**src/rtl/eth_desc_pkg.sv**
```systemverilog
package eth_desc_pkg;

  localparam int unsigned WORD_W   = 32;
  localparam int unsigned EN_BIT   = 0;
  localparam int unsigned DONE_BIT = 1;
  localparam int unsigned FLAG_LO  = 16;
  localparam int unsigned FLAG_HI  = 24;
  localparam int unsigned ERR_BIT  = 31;

  // word select inside one slot (byte offset bits [3:2])
  localparam logic [1:0] W_STAT = 2'd0;
  localparam logic [1:0] W_LEN  = 2'd1;
  localparam logic [1:0] W_BUF  = 2'd2;

  // receive status as stored: summary error bit folded into bit 31
  function automatic logic [WORD_W-1:0] fold_rx_status(input logic [WORD_W-1:0] s);
    logic [WORD_W-1:0] r;
    r = s;
    r[ERR_BIT] = |s[FLAG_HI:FLAG_LO];
    return r;
  endfunction

  // done survives a software write only if kept at 1 and the slot stays with software
  function automatic logic done_after_write(input logic old_done, input logic [WORD_W-1:0] wd);
    return old_done & wd[DONE_BIT] & ~wd[EN_BIT];
  endfunction

  // circular successor of a slot index
  function automatic int unsigned ring_next(input int unsigned idx, input int unsigned n);
    return (idx + 1 == n) ? 0 : idx + 1;
  endfunction

endpackage

```
**src/rtl/eth_desc_decode.sv**
```systemverilog
module eth_desc_decode #(
  parameter int unsigned ADDR_W = 10,
  parameter int unsigned NSLOT  = 4,
  localparam int unsigned IDX_W = $clog2(NSLOT)
) (
  input  logic [ADDR_W-1:0] reg_addr,
  input  logic              reg_we,
  output logic              tx_hit,
  output logic              rx_hit,
  output logic              en_hit,
  output logic              tx_wr,
  output logic              rx_wr,
  output logic              en_wr,
  output logic [IDX_W-1:0]  slot,
  output logic [1:0]        word
);
  localparam int unsigned SLOT_BYTES = 16;
  localparam int unsigned SPAN       = NSLOT * SLOT_BYTES;
  localparam int unsigned RX_BASE    = 'h100;
  localparam int unsigned EN_ADDR    = 'h200;

  logic unused_low;
  assign unused_low = ^reg_addr[1:0];

  assign tx_hit = reg_addr < ADDR_W'(SPAN);
  assign rx_hit = (reg_addr >= ADDR_W'(RX_BASE)) && (reg_addr < ADDR_W'(RX_BASE + SPAN));
  assign en_hit = reg_addr == ADDR_W'(EN_ADDR);

  assign slot = reg_addr[4 +: IDX_W];
  assign word = reg_addr[3:2];

  assign tx_wr = reg_we && tx_hit;
  assign rx_wr = reg_we && rx_hit;
  assign en_wr = reg_we && en_hit;
endmodule

```
**src/rtl/eth_desc_ring.sv**
```systemverilog
module eth_desc_ring
  import eth_desc_pkg::*;
#(
  parameter int unsigned NSLOT = 4,
  parameter int unsigned LEN_W = 14,
  parameter bit          IS_RX = 1'b0,
  localparam int unsigned IDX_W = $clog2(NSLOT),
  localparam int unsigned ADR_W = WORD_W - 4
) (
  input  logic              clk,
  input  logic              rst_n,
  input  logic              wr_en,
  input  logic [IDX_W-1:0]  acc_slot,
  input  logic [1:0]        acc_word,
  input  logic [WORD_W-1:0] wr_data,
  output logic [WORD_W-1:0] rd_data,
  input  logic              clr_ctrl,
  input  logic              mac_en,
  input  logic              done_stb,
  input  logic [WORD_W-1:0] done_status,
  output logic [IDX_W-1:0]  cur_idx,
  output logic              cur_ready,
  output logic [WORD_W-1:0] cur_addr,
  output logic [LEN_W-1:0]  cur_len,
  output logic              any_done,
  output logic              stall_ev
);
  logic [IDX_W-1:0]  idx_q;
  logic [NSLOT-1:0]  en_q;
  logic [NSLOT-1:0]  done_q;
  logic [ADR_W-1:0]  addr_q [NSLOT];
  logic [LEN_W-1:0]  len_q  [NSLOT];
  logic [WORD_W-1:0] stat_q [NSLOT];

  // named events for assertions
  logic live;
  logic accept;
  assign live      = done_stb && mac_en && !clr_ctrl;
  assign cur_ready = en_q[idx_q];
  assign accept    = live && cur_ready;
  assign stall_ev  = live && !cur_ready;

  logic unused_wd;
  assign unused_wd = ^wr_data[3:2];

  always_ff @(posedge clk or negedge rst_n) begin
    if (!rst_n) begin
      idx_q <= '0;
    end else if (accept) begin
      idx_q <= IDX_W'(ring_next(int'(idx_q), NSLOT));
    end
  end

  for (genvar g = 0; g < NSLOT; g++) begin : g_slot
    logic              en_s, done_s;
    logic [ADR_W-1:0]  addr_s;
    logic [LEN_W-1:0]  len_s;
    logic [WORD_W-1:0] stat_s;
    logic hit_wr, hit_buf, hit_done;

    assign hit_wr   = wr_en && (acc_slot == IDX_W'(g));
    assign hit_buf  = hit_wr && (acc_word == W_BUF);
    assign hit_done = accept && (idx_q == IDX_W'(g));

    always_ff @(posedge clk or negedge rst_n) begin
      if (!rst_n) begin
        en_s   <= 1'b0;
        done_s <= 1'b0;
        addr_s <= '0;
        len_s  <= '0;
        stat_s <= '0;
      end else begin
        if (hit_buf) addr_s <= wr_data[WORD_W-1:4];
        if (hit_wr && acc_word == W_LEN && !IS_RX) len_s <= wr_data[LEN_W-1:0];
        if (hit_done) stat_s <= IS_RX ? fold_rx_status(done_status) : done_status;
        if (clr_ctrl) begin
          en_s   <= 1'b0;
          done_s <= 1'b0;
        end else if (hit_done) begin
          en_s   <= 1'b0;
          done_s <= 1'b1;
        end else if (hit_buf) begin
          en_s   <= wr_data[EN_BIT];
          done_s <= done_after_write(done_s, wr_data);
        end
      end
    end

    assign en_q[g]   = en_s;
    assign done_q[g] = done_s;
    assign addr_q[g] = addr_s;
    assign len_q[g]  = len_s;
    assign stat_q[g] = stat_s;

    // a slot is never enabled and done at once
    p_en_done_excl_r2: assert property (@(posedge clk) disable iff (!rst_n)
      !(en_s && done_s));
  end

  logic [1:0] idx_field;
  assign idx_field = 2'(idx_q);

  always_comb begin
    rd_data = '0;
    case (acc_word)
      W_STAT: rd_data = stat_q[acc_slot];
      W_LEN:  rd_data = IS_RX ? '0 : WORD_W'(len_q[acc_slot]);
      W_BUF:  rd_data = {addr_q[acc_slot],
                         (acc_slot == '0) ? idx_field : 2'b00,
                         done_q[acc_slot], en_q[acc_slot]};
      default: rd_data = '0;
    endcase
  end

  assign cur_idx  = idx_q;
  assign cur_addr = {addr_q[idx_q], 4'b0000};
  assign cur_len  = IS_RX ? '0 : len_q[idx_q];
  assign any_done = |done_q;

  // an accepted completion moves the index by exactly one slot
  p_advance_r4: assert property (@(posedge clk) disable iff (!rst_n)
    accept |=> idx_q == IDX_W'($past(idx_q) + 1'b1));

  // after a clear nothing is done and nothing is handed to hardware
  p_clear_r8: assert property (@(posedge clk) disable iff (!rst_n)
    clr_ctrl |=> (!any_done && !cur_ready));
endmodule

```
**src/rtl/eth_desc_ring_top.sv**
```systemverilog
module eth_desc_ring_top
  import eth_desc_pkg::*;
#(
  parameter int unsigned ADDR_W = 10,
  parameter int unsigned NSLOT  = 4,
  parameter int unsigned LEN_W  = 14
) (
  input  logic              clk,
  input  logic              rst_n,
  input  logic [ADDR_W-1:0] reg_addr,
  input  logic              reg_we,
  input  logic [31:0]       reg_wdata,
  output logic [31:0]       reg_rdata,
  output logic              tx_ready,
  output logic [31:0]       tx_buf_addr,
  output logic [LEN_W-1:0]  tx_len,
  input  logic              tx_done,
  input  logic [31:0]       tx_status,
  output logic              rx_ready,
  output logic [31:0]       rx_buf_addr,
  input  logic              rx_done,
  input  logic [31:0]       rx_status,
  output logic              rx_missed,
  output logic              irq
);
  localparam int unsigned IDX_W = $clog2(NSLOT);

  logic tx_hit, rx_hit, en_hit, tx_wr, rx_wr, en_wr;
  logic [IDX_W-1:0] slot;
  logic [1:0]       word;

  eth_desc_decode #(.ADDR_W(ADDR_W), .NSLOT(NSLOT)) u_dec (
    .reg_addr(reg_addr), .reg_we(reg_we),
    .tx_hit(tx_hit), .rx_hit(rx_hit), .en_hit(en_hit),
    .tx_wr(tx_wr), .rx_wr(rx_wr), .en_wr(en_wr),
    .slot(slot), .word(word)
  );

  logic mac_en_q;
  logic clr_ctrl;
  assign clr_ctrl = en_wr && !reg_wdata[0];

  always_ff @(posedge clk or negedge rst_n) begin
    if (!rst_n) mac_en_q <= 1'b0;
    else if (en_wr) mac_en_q <= reg_wdata[0];
  end

  logic [31:0]      tx_rd, rx_rd;
  logic [IDX_W-1:0] tx_idx, rx_idx;
  logic             tx_any, rx_any, tx_stall, rx_stall;
  logic [LEN_W-1:0] rx_len_unused;

  eth_desc_ring #(.NSLOT(NSLOT), .LEN_W(LEN_W), .IS_RX(1'b0)) u_tx (
    .clk(clk), .rst_n(rst_n),
    .wr_en(tx_wr), .acc_slot(slot), .acc_word(word), .wr_data(reg_wdata), .rd_data(tx_rd),
    .clr_ctrl(clr_ctrl), .mac_en(mac_en_q),
    .done_stb(tx_done), .done_status(tx_status),
    .cur_idx(tx_idx), .cur_ready(tx_ready), .cur_addr(tx_buf_addr), .cur_len(tx_len),
    .any_done(tx_any), .stall_ev(tx_stall)
  );

  eth_desc_ring #(.NSLOT(NSLOT), .LEN_W(LEN_W), .IS_RX(1'b1)) u_rx (
    .clk(clk), .rst_n(rst_n),
    .wr_en(rx_wr), .acc_slot(slot), .acc_word(word), .wr_data(reg_wdata), .rd_data(rx_rd),
    .clr_ctrl(clr_ctrl), .mac_en(mac_en_q),
    .done_stb(rx_done), .done_status(rx_status),
    .cur_idx(rx_idx), .cur_ready(rx_ready), .cur_addr(rx_buf_addr), .cur_len(rx_len_unused),
    .any_done(rx_any), .stall_ev(rx_stall)
  );

  always_ff @(posedge clk or negedge rst_n) begin
    if (!rst_n) rx_missed <= 1'b0;
    else rx_missed <= rx_stall;
  end

  assign irq = tx_any || rx_any;

  always_comb begin
    if (tx_hit)      reg_rdata = tx_rd;
    else if (rx_hit) reg_rdata = rx_rd;
    else if (en_hit) reg_rdata = {31'b0, mac_en_q};
    else             reg_rdata = '0;
  end

  // a stalled receive completion is reported on the next cycle
  p_miss_r5: assert property (@(posedge clk) disable iff (!rst_n)
    rx_stall |=> rx_missed);

  // a stalled transmit completion keeps the ring where it is
  p_tx_hold_r5: assert property (@(posedge clk) disable iff (!rst_n)
    tx_stall |=> $stable(tx_idx));

  // the interrupt only rises after a completion strobe
  p_irq_src_r7: assert property (@(posedge clk) disable iff (!rst_n)
    $rose(irq) |-> $past(tx_done || rx_done));

  // with the MAC disabled a receive strobe neither moves nor misses
  p_disabled_r8: assert property (@(posedge clk) disable iff (!rst_n)
    (!mac_en_q && rx_done) |=> ($stable(rx_idx) && !rx_missed));

  logic unused_rx_len;
  assign unused_rx_len = ^rx_len_unused;
endmodule

```
**config.mk**
```make
export PLATFORM = sky130hd
export DESIGN_NAME = eth_desc_ring_top
export DESIGN_NICKNAME = d
export VERILOG_FILES = /design/src/rtl/eth_desc_pkg.sv /design/src/rtl/eth_desc_decode.sv /design/src/rtl/eth_desc_ring.sv /design/src/rtl/eth_desc_ring_top.sv
export SDC_FILE = /design/constraint.sdc
export NUM_CORES = 1
export LEC_CHECK = 0
export BUFFER_PORTS_ARGS = -buffer_cell sky130_fd_sc_hd__buf_2
export CORE_ASPECT_RATIO = 1.1
export CORE_UTILIZATION = 60
export DETAILED_ROUTE_END_ITERATION = 12
export HOLD_SLACK_MARGIN = 0.12
export PLACE_DENSITY = 0.8
export SYNTH_ARGS = -nofsm -noshare
export SYNTH_HDL_FRONTEND = slang
export SYNTH_SLANG_ARGS = --single-unit
```
**constraint.sdc**
```tcl
create_clock -name clk -period 3.3 [get_ports clk]
set_input_delay 0.66 -clock clk [delete_from_list [all_inputs] [get_ports clk]]
set_output_delay 0.66 -clock clk [all_outputs]
set_load 0.01 [all_outputs]
```
==> Word-level counts from Yosys, hierarchy flattened <==
Cells that the tools add are included.
{ "totals": {"reg_bits": 558, "in_bits": 111, "out_inout_bits": 114, "elab_cells": 237} }
{ "op_classes": {"n_addsub": 2, "n_lt_le_gt_ge": 9, "n_eq_ne": 14, "muxes": 93, "n_bitwise": 20, "n_reduce_logical": 59} }
{ "ops": {"columns": ["operator", "n"], "rows": [
  ["$bmux W28 S2", 4],
  ["$mux W28", 8],
  ["$mux W32", 6],
  ["$bmux W32 S2", 2],
  ["$pmux W32 S3", 1],
  ["$pmux W32 S2", 1],
  ["$bmux W14 S2", 2],
  ["$mux W14", 4],
  ["$mux W1", 55],
  ["$logic_and A1 B1 Y1", 40],
  ["$reduce_bool A3 Y1", 8],
  ["$and A1 B1 Y1", 16],
  ["$eq A2 B2 Y1 const B", 7],
  ["$bmux W1 S2", 6],
  ["$eq A10 B10 Y1 const B", 1],
  ["$ge A10 B9 Y1 const B", 1],
  ["$lt A10 B7 Y1 const B", 1],
  ["$lt A10 B9 Y1 const B", 1],
  ["$ge A3 B3 Y1 const B", 3],
  ["$lt A2 B3 Y1 const B", 3],
  ["$not A2 Y3", 3],
  ["$reduce_or A9 Y1", 1],
  ["$eq A2 B1 Y1 const B", 4],
  ["$logic_not A2 Y1", 4],
  ["7 further kinds", 15]
]} }

==> Depth between registers and ports, before layout <==
Gate-level depths: netlist of the first run.
{ "logic_depth": {"ltp_word": 9, "ltp_mapped": 8, "ltp_nobuf": 5} }

==> Hierarchy <==
From an unflattened synthesis of the first run, not the netlist that was laid out.
{ "hier_totals": {"cells_unflattened": 1803, "area_unflattened_um2": 28093.2} }
{ "by_module_without_submodules": {"columns": ["mod", "n_inst", "cells_per_inst", "area_each_um2", "seq_area_each_um2"], "rows": [
  ["eth_desc_ring at u_tx", 1, 939, 15199.6, 7657.3],
  ["eth_desc_ring at u_rx", 1, 799, 12338.1, 6256.0],
  ["eth_desc_ring_top", 1, 50, 446.7, 50.0],
  ["eth_desc_decode", 1, 15, 108.9, 0.0]
]} }

==> Least setup slack after synthesis of the first run <==
No wires, ideal clock.
{ "synth_timing": {"path_type": "input -> output", "start": "input reg_addr[4]", "end": "output reg_rdata[1]", "arrival_time_ps": 2185, "t_required_ps": 2640, "setup_slack_ps": 455, "cell_stages": 6, "n_path_buf": 3, "cell_sequence": "buf_2 buf_2 buf_2 mux4_2 a22oi_1 nand2_1"} }
{ "synth_via": {"elab_chain_cells": 7, "elab_cells_between_ends": 22, "cone_classes": "order compare (3); mux (17); bitwise (1); reduce/logical (1)"} }
{ "synth_lines": {"columns": ["element", "line_no", "text"], "rows": [
  ["start: declaration", "eth_desc_ring_top.sv:10", "input logic [ADDR_W-1:0] reg_addr,"],
  ["$not A2 Y3 (not written as such)", "eth_desc_ring.sv:106, eth_desc_ring.sv:107", null],
  ["$bmux W32 S2", "eth_desc_ring.sv:106", "W_STAT: rd_data = stat_q[acc_slot];"],
  ["$mux W32 (not written as such) (2 in a row)", "eth_desc_ring.sv:106", null],
  ["$pmux W32 S2", "eth_desc_ring.sv:105", "case (acc_word)"],
  ["$mux W32", "eth_desc_ring_top.sv:80", "else if (rx_hit) reg_rdata = rx_rd;"],
  ["$mux W32 (*)", "eth_desc_ring_top.sv:79", "if (tx_hit) reg_rdata = tx_rd;"],
  ["end: declaration", "eth_desc_ring_top.sv:13", "output logic [31:0] reg_rdata,"]
]} }
Mark *: on every way between the ends. The rest lies on a longest branch, timed or not. The select of a mux whose other input is x is not followed.

==> Worst setup path after layout of the first run <==
{ "layout_timing": {"start": "input reg_addr[7]", "end": "output reg_rdata[20]"} }
{ "layout_via": {"elab_chain_cells": 4, "elab_cells_between_ends": 6, "cone_classes": "order compare (3); mux (2); reduce/logical (1)"} }
{ "layout_lines": {"columns": ["element", "line_no", "text"], "rows": [
  ["$ge A10 B9 Y1 / $lt A10 B9 Y1 (equally long branches)", "eth_desc_decode.sv:26", "assign rx_hit = (reg_addr >= ADDR_W'(RX_BASE)) && (reg_addr < ADDR_W'(RX_BASE + SPAN));"],
  ["$logic_and A1 B1 Y1", "eth_desc_decode.sv:26", null],
  ["$mux W32", "eth_desc_ring_top.sv:80", null],
  ["$mux W32 (*)", "eth_desc_ring_top.sv:79", null]
]} }
Mark *: on every way between the ends. The rest lies on a longest branch, timed or not.

==> impl_metrics.yaml, run 1 <==
status:
  status: "finished clean"
sta:
  whs_ps: 303.6
  worst_pin_slew_ps: 822.6
  fin_skew_ps: 11.08
  hold_viol_final: 0
  tns_ps: 0
  max_slew_margin: 0.4516
  timing.fmax_mhz: 313.9
  period_needed_ps: 3186
  setup_viol_count_final: 0
  post-route-period-util: 0.9653
  setup_slack_ps: 114.4
  rsz0062_at_grt: "false"
  slew_viol_final: 0
worst_setup_path:
  cp-end-kind: "primary output"
  worstSetupPathType: "in2out"
  cp_cell_sequence: "buf_2, or4b_2, or2_1, buf_4, o22ai_1, buf_2"
  rr_worst_depth: 5
  cp_common_cell: "buf_2"
  cp-start-kind: "primary input"
  critPathMaxFanout: 16
  worstPathArrival_ps: 2530
  slowest_stage: "or4b_2"
  crit_path_max_incr_delay_ps: 690
  cp_data_required_time_ps: 2640
clock_tree:
  clock_latency_ps: 620
  clockBufferDepth: 3
  clkTransAtPathRegs_ps: 60
  cts_made_buffers: 55
  htreeDepth: 2
  tritoncts: "done"
  numClockSinks: 558
  cts_root_buf: "clkbuf_16"
route:
  avgViaCountPerCell: 6.498
  vias: 16583
  wl_per_cell_um: 26.87
  ant_nets: 0
  drt_iter0_markers: 1212
  drc_errors: 0
  first_pass_iters: 5
  wirelength_um: 68560
power_and_ir_drop:
  p_clk_frac: 0.438
  power_switching_mw: 3.393
  totalPowerFinal_mw: 14.63
  power.sequential.fraction: 0.489
  comb_power_share: 0.074
  p_leak_nw: 15.95
  internal_power_mw: 11.23
  vdd_drop_max_mv: 0.3144
  p_sw_frac: 0.2320
  p_per_area_nw_per_um2: 457.6
synth:
  netlist_area_um2: 28060
  synth_area_leaders: "dfrtp_1, mux4_2, mux2_2, mux2_4, mux2_1"
  post-synth-top-count-cell: "dfrtp_1"
  ys_ff_latch: 558
  async_reset_ff_frac: 1.000
  ys.flop_type: "dfrtp_1"
  synth_edf_count: 0
  syn_inst: 1688
  synth_cell_types: 55
  yosysWarnings: 0
  yosys.area.top_type_share: 0.4976
  yosysTopAreaCell: "dfrtp_1"
  ys_seq_area_frac: 0.4976
  synth_common_cells: "dfrtp_1, mux2_2, mux4_2"
  avgSynthCellArea_um2: 16.62
finish:
  nets: 2027
  area_growth_syn_to_layout_pct: 13.91
  layout-drive-gt1-share: 0.5809
  finish.utilization: 0.6970
  fill_cells: 2941
  final_cells: 2552
  design_area_um2: 31960
die:
  pin_count: 225
  start_util: 0.6118
  die_area_um2: 47640
  rows: 82
  core-area_um2: 45860
  die_h_um: 228.8
  die_width_um: 208.2
placed_design:
  placed_cells: 2438
  port_buffers: 215
  hpwl_um: 46600
  placed_area_um2: 30080
  gp_congestion: 0.8492
  place_ws_ps: 67.93
global_routing:
  grt_pass1_vias: 17597
  antenna_found_initial: 18
  grt_pass1_wl_um: 107100
  grt-ovfl-total: 0
  grt_max_degree: 96
  grtUsageTotal: 0.2947
job:
  cap_violations: 0
worst_hold_path:
  holdPathStages: 2
  worstHoldPathType: "in2reg"
-- critical path, delay by kind of cell --
| kind | cells | cell delay [ps] |
|---|---|---|
| and+or+nand+nor | 2 | 1010 |
| buffers and inverters | 3 | 570 |
| AOI/OAI and AO/OA | 1 | 270 |
-- path summary, 6_finish.rpt --
kind	from	endpoint	slack [ps]
worst max-delay path	reg_addr[7]	reg_rdata[20]	110
worst min-delay path	rx_status[26]	u_rx.g_slot[0].stat_s[26]	300
max in group asynchronous	rst_n	u_tx.g_slot[1].len_s[6]	1680
worst max register to register	u_tx.cur_idx[1]	u_tx.g_slot[3].stat_s[27]	950
min in group asynchronous	rst_n	u_rx.g_slot[3].stat_s[7]	680
worst min register to register	u_rx.g_slot[3].stat_s[4]	u_rx.g_slot[3].stat_s[4]	480
-- placed cells by master (no fill, tap or decap), drive strengths merged, types with 9 or more instances in the layout --
| master | count |
|---|---|
| dfrtp | 558 |
| mux2 | 553 |
| buf | 300 |
| mux4 | 210 |
| clkbuf | 82 |
| mux2i | 37 |
| nand2 | 27 |
| a22oi | 26 |
| o22ai | 19 |
| nand3 | 14 |
| diode | 12 |
| inv | 11 |
| nor2 | 9 |
| clkinv | 9 |
| nor3 | 9 |
-- power by group through the flow --
stage | registers, mW | logic, mW | clock network (mW)
3_5_place_dp | 7.26 | 1.08 | 0
2_1_floorplan | 7.22 | 0.586 | 0
3_3_place_gp | 7.24 | 1.05 | 0
4_1_cts | 7.14 | 1.09 | 6.49
5_1_grt | 7.16 | 1.16 | 6.76
6_report | 7.15 | 1.08 | 6.40
-- cell type report --
class                      instances  area (um^2)  share of cell area
inverter                           7        26.28           0.0008220
clock inverter                    19        219.0            0.006850
tap                              588        735.7             0.02302
clock buffer                      82         1618             0.05061
sequential                       558        13970              0.4371
multi-input combinational        985        13130              0.4109
antenna                           12        30.03           0.0009395
timing repair buffer             301         2231             0.06980
-- timing repair --
action	4_1_cts	5_1_grt
hold buffers	1	0
setup buffers	0	0
endpoints found under the hold margin	19	0
setup endpoints to repair	0	3
resized for setup	0	1
-- logic make-up (layout without fill, tap and decap cells) --
logic type	after synthesis	after routing	synth area share
other cells	1	20	0.0001336
flops	558	558	0.4976
fa+ha+maj	8	8	0.003567
mux	800	800	0.4200
compound gates	66	66	0.01641
simple gates	103	103	0.02631
buf+inv	152	409	0.03594
-- metal layers --
metal  vias to the layer above  track usage  share of wire
met5                         -            0         0.0011
met4                        12       0.1211          0.036
met3                       138      0.05221          0.055
met2                       523       0.4499           0.48
met1                      9004       0.4237           0.43
li1                       6906            -              -
-- state kept, by name, indices dropped and copies added, names as in the netlist, 4 cells and up --
name	cells
u_tx.g_slot.done_s	4
u_tx.g_slot.addr_s	112
u_rx.g_slot.stat_s	128
u_rx.g_slot.en_s	4
u_tx.g_slot.en_s	4
u_rx.g_slot.addr_s	112
u_rx.g_slot.done_s	4
u_tx.g_slot.len_s	56
u_tx.g_slot.stat_s	128
No activity file was read; power rests on OpenSTA's default activity.
==> run 2, diff against run 1 <==
CAP_MARGIN = 5   (was not set)
PLACE_DENSITY = 0.87   (was 0.8)
==> impl_metrics.yaml, run 2 (synthesis gave the netlist of run 1 again) <==
sta:
  max_slew_margin: 0.4655
  setup_slack_ps: 76.10
  rsz0062_at_grt: "false"
  timing.fmax_mhz: 310.2
  worst_pin_slew_ps: 801.7
  whs_ps: 293.1
  post-route-period-util: 0.9769
  tns_ps: 0
  setup_viol_count_final: 0
  period_needed_ps: 3224
  hold_viol_final: 0
  slew_viol_final: 0
  fin_skew_ps: 31.54
power_and_ir_drop:
  vdd_drop_max_mv: 0.3815
  p_per_area_nw_per_um2: 465.5
  p_leak_nw: 15.97
  internal_power_mw: 11.50
  power.sequential.fraction: 0.481
  p_sw_frac: 0.2268
  comb_power_share: 0.073
  p_clk_frac: 0.446
  power_switching_mw: 3.375
global_routing:
  grtUsageTotal: 0.3047
  grt-ovfl-total: 0
  grt_max_degree: 89
  grt_pass1_wl_um: 110200
  antenna_found_initial: 17
  grt_pass1_vias: 18077
worst_setup_path:
  cp-start-kind: "primary input"
  worstSetupPathType: "in2out"
  critPathMaxFanout: 33
  cp-end-kind: "primary output"
  cp_data_required_time_ps: 2640
  worstPathArrival_ps: 2560
die:
  pin_count: 225
  die_h_um: 228.8
  rows: 82
  start_util: 0.6118
  die_area_um2: 47640
  core-area_um2: 45860
  die_width_um: 208.2
finish:
  fill_cells: 2703
  final_common_cell: "dfrtp_1"
  top_regs: "u_rx.g_slot.stat_s x128, u_tx.g_slot.stat_s x128"
  final_cells: 2555
  area_growth_syn_to_layout_pct: 13.89
  design_area_um2: 31960
  final_cell_mix: "dfrtp_1, mux2_2, buf_2"
  layout-drive-gt1-share: 0.5796
  nets: 2032
worst_hold_path:
  worstHoldPathType: "in2reg"
clock_tree:
  cts_root_buf: "clkbuf_16"
  numClockSinks: 558
  clockBufferDepth: 3
  cts_made_buffers: 55
  tritoncts: "done"
  clock_latency_ps: 620
  htreeDepth: 2
  clkTransAtPathRegs_ps: 60
job:
  cap_violations: 0
placed_design:
  gp_congestion: 0.8656
  place_ws_ps: 76.39
  placed_cells: 2443
  port_buffers: 215
  hpwl_um: 47170
  placed_area_um2: 30000
route:
  vias: 16835
  ant_nets: 0
  avgViaCountPerCell: 6.589
  first_pass_iters: 5
  drc_errors: 0
  drt_iter0_markers: 1368
  wl_per_cell_um: 27.48
  wirelength_um: 70210
status:
  status: "finished clean"
-- run 2: through the flow --
stage / power (mW) / utilization
finish: 14.88 / 0.6968
global route: 15.33 / 0.6967
CTS: 14.96 / 0.6959
detailed placement: 8.346 / 0.6541
global placement: 8.277 / 0.6541
floorplan: 7.804 / -
-- run 2: repair_timing --
item                                   in CTS  in global routing
setup buffers                               0                  0
setup endpoints to repair                   0                 11
endpoints found under the hold margin      24                  0
hold buffers                                1                  0
gates resized for setup                     0                  1
-- run 2: per-layer routing --
layer | vias to the layer above | wire length [um] | GRT usage
li1 | 6919 | - | -
met1 | 9059 | 28120 | 0.4147
met2 | 657 | 33810 | 0.4665
met3 | 192 | 4648 | 0.06224
met4 | 8 | 3580 | 0.1637
met5 | - | 57 | 0
-- run 2: final timing paths --
path	start	endpoint	slack, ps	cells after the start
min in group asynchronous	rst_n	u_rx.g_slot[0].addr_s[5]	670	2
hold / removal	rx_status[30]	u_rx.g_slot[0].stat_s[30]	290	2
hold reg to reg	u_rx.g_slot[3].stat_s[8]	u_rx.g_slot[3].stat_s[8]	480	1
setup reg to reg	u_tx.cur_idx[0]	u_tx.g_slot[2].stat_s[6]	760	5
max in group asynchronous	rst_n	u_rx.g_slot[0].addr_s[11]	1720	3
setup / recovery	reg_addr[4]	reg_rdata[0]	80	7
-- run 2: critical path, cell delays in order --
cell      delay [ps]
buf_12           250
buf_12           290
mux4_2           570
mux2i_1          290
o211ai_1         130
buf_4            170
buf_2            140
-- run 2: layout make-up --
cell class	count	area [um^2]	area share
Antenna cell	14	35.03	0.001096
Clock buffer	79	1598	0.05000
Clock inverter	18	310.3	0.009710
Inverter	7	26.28	0.0008222
Multi-Input combinational cell	985	13110	0.4104
Sequential cell	558	13970	0.4371
Tap cell	588	735.7	0.02302
Timing Repair Buffer	306	2168	0.06785
-- run 2: power by group through the flow --
stage	combinational, mW	clock [mW]	sequential [mW]
global placement	1.04	0	7.24
floorplan	0.586	0	7.22
finish	1.09	6.63	7.15
detailed placement	1.08	0	7.27
global route	1.17	7.00	7.17
CTS	1.09	6.72	7.15
==> run 3, diff against run 2 <==
--- a/config.mk
+++ b/config.mk
@@ -13,3 +13,3 @@
 export HOLD_SLACK_MARGIN = 0.12
-export PLACE_DENSITY = 0.87
+export PLACE_DENSITY = 0.8
 export SYNTH_ARGS = -nofsm -noshare
--- a/constraint.sdc
+++ b/constraint.sdc
@@ -3,2 +3,2 @@
 set_output_delay 0.66 -clock clk [all_outputs]
-set_load 0.01 [all_outputs]
+set_load 0.05 [all_outputs]
==> impl_metrics.yaml, run 3 (synthesis gave the netlist of run 1 again) <==
route:
  drt_iter0_markers: 1142
  first_pass_iters: 5
  avgViaCountPerCell: 6.490
  maxUsedRoutingLayer: "met5"
  ant_nets: 0
  wl_per_cell_um: 26.64
  wirelength_um: 67980
  wl_met1_um: 28340
  drc_errors: 0
  wl_met3_um: 4532
  vias: 16563
  met2_length_um: 32570
worst_setup_path:
  cp-start-kind: "primary input"
  rr_worst_depth: 5
  crit_family: "simple AND/OR/NAND/NOR gates"
  crit_path_max_incr_delay_ps: 750
  worstSetupPathType: "in2out"
  cp.depth: 6
  critPathMaxFanout: 18
  startpoint: "reg_addr[9]"
  crit_buf_inv: 3
  worstPathArrival_ps: 2580
  r2r-start: "u_rx.cur_idx[1]"
  endpoint: "reg_rdata[18]"
  cp_common_cell: "buf_2"
  cp_cell_sequence: "buf_2, or4b_2, or2_1, buf_12, o22ai_1, buf_2"
  worstReg2RegEnd: "u_rx.g_slot[1].stat_s[10]"
  cp_data_required_time_ps: 2640
  slowest_stage: "or4b_2"
  r2r_slack_ps: 880
  cp-end-kind: "primary output"
die:
  die_area_um2: 47640
  rows: 82
  pin_count: 225
  core-area_um2: 45860
  start_util: 0.6118
  die_h_um: 228.8
  die_width_um: 208.2
global_routing:
  grt-ovfl-total: 0
  grt_pass1_wl_um: 107600
  grt_max_degree: 76
  grtUsageTotal: 0.2964
  grt_pass1_vias: 17806
  antenna_found_initial: 13
status:
  status: "finished clean"
sta:
  max_slew_margin: 0.4846
  rsz0062_at_grt: "false"
  tns_ps: 0
  fin_skew_ps: 30.06
  slew_viol_final: 0
  period_needed_ps: 3243
  post-route-period-util: 0.9826
  setup_viol_count_final: 0
  worst_pin_slew_ps: 773.1
  timing.fmax_mhz: 308.4
  setup_slack_ps: 57.47
  hold_viol_final: 0
power_and_ir_drop:
  p_leak_nw: 15.91
  vdd_drop_max_mv: 0.3428
  p_per_area_nw_per_um2: 456.2
clock_tree:
  cts_made_buffers: 55
  numClockSinks: 558
  clkTransAtPathRegs_ps: 60
  clockBufferDepth: 3
  htreeDepth: 2
  cts_root_buf: "clkbuf_16"
  clock_latency_ps: 620
  tritoncts: "done"
finish:
  finish.utilization: 0.6950
  final_common_cell: "dfrtp_1"
  area_growth_syn_to_layout_pct: 13.60
  design_area_um2: 31870
  final_cell_mix: "dfrtp_1, mux2_2, buf_2"
  nets: 2032
  top_regs: "u_rx.g_slot.stat_s x128, u_tx.g_slot.stat_s x128"
  final_cells: 2552
  layout-drive-gt1-share: 0.5808
  fill_cells: 2959
placed_design:
  placed_area_um2: 30090
  hpwl_um: 46670
  placed_cells: 2443
  gp_congestion: 0.8658
  port_buffers: 215
  place_ws_ps: 40.94
job:
  cap_violations: 0
worst_hold_path:
  worstHoldPathType: "in2reg"
-- run 3: layout make-up --
| type | instances | area, um^2 | share of cell area |
|---|---|---|---|
| diodes | 8 | 20.02 | 0.0006281 |
| inverters | 7 | 26.28 | 0.0008243 |
| clock buffers | 82 | 1588 | 0.04981 |
| clock inverters | 18 | 160.2 | 0.005025 |
| flip-flops and latches | 558 | 13970 | 0.4383 |
| multi-input cells | 985 | 13140 | 0.4123 |
| well taps | 588 | 735.7 | 0.02308 |
| repair buffers | 306 | 2233 | 0.07007 |
-- run 3: stage by stage --
step | hold WS [ps] | power (mW)
6_report | 294.7 | 14.54
5_1_grt | 286.7 | 15.01
4_1_cts | 276.6 | 14.66
3_5_place_dp | 472.9 | 8.509
3_3_place_gp | 462.6 | 8.451
2_1_floorplan | 364.4 | 7.964
-- run 3: worst min-delay path by stage --
stage                                   start                   endpoint  depth (start not counted)
global route                    rx_status[27]  u_rx.g_slot[0].stat_s[27]                          2
global placement    u_rx.g_slot[0].stat_s[30]  u_rx.g_slot[0].stat_s[30]                          1
detailed placement   u_rx.g_slot[3].stat_s[8]   u_rx.g_slot[3].stat_s[8]                          1
finish                          rx_status[30]  u_rx.g_slot[0].stat_s[30]                          2
floorplan                               rst_n                   mac_en_q                          0
CTS                             rx_status[30]  u_rx.g_slot[0].stat_s[30]                          2
-- run 3: where the power goes --
part           leakage (nW)  total (mW)  switching (mW)  internal (mW)
clock network         0.861        6.15            2.67           3.48
logic                  7.31        1.24           0.729          0.516
registers              7.73        7.14           0.128           7.02
total                  15.9        14.5            3.53           11.0
-- run 3: per-layer routing --
layer / global-route usage / vias up
met5: 0 / -
met4: 0.1120 / 6
met3: 0.05936 / 128
met2: 0.4557 / 559
met1: 0.4221 / 8945
li1: - / 6925
-- run 3: repair_timing --
item / in CTS / in global routing
hold endpoints to repair: 63 / 0
gates resized for setup: 0 / 1
setup endpoints to repair: 0 / 5
hold buffers: 1 / 0
setup buffers: 0 / 0
-- run 3: worst reg2reg max path, delay by kind of cell (launching register included) --
| kind | cells | cell delay, ps |
|---|---|---|
| buffers and inverters | 1 | 270 |
| DFF | 1 | 840 |
| muxes | 2 | 830 |
| and+or+nand+nor | 2 | 350 |
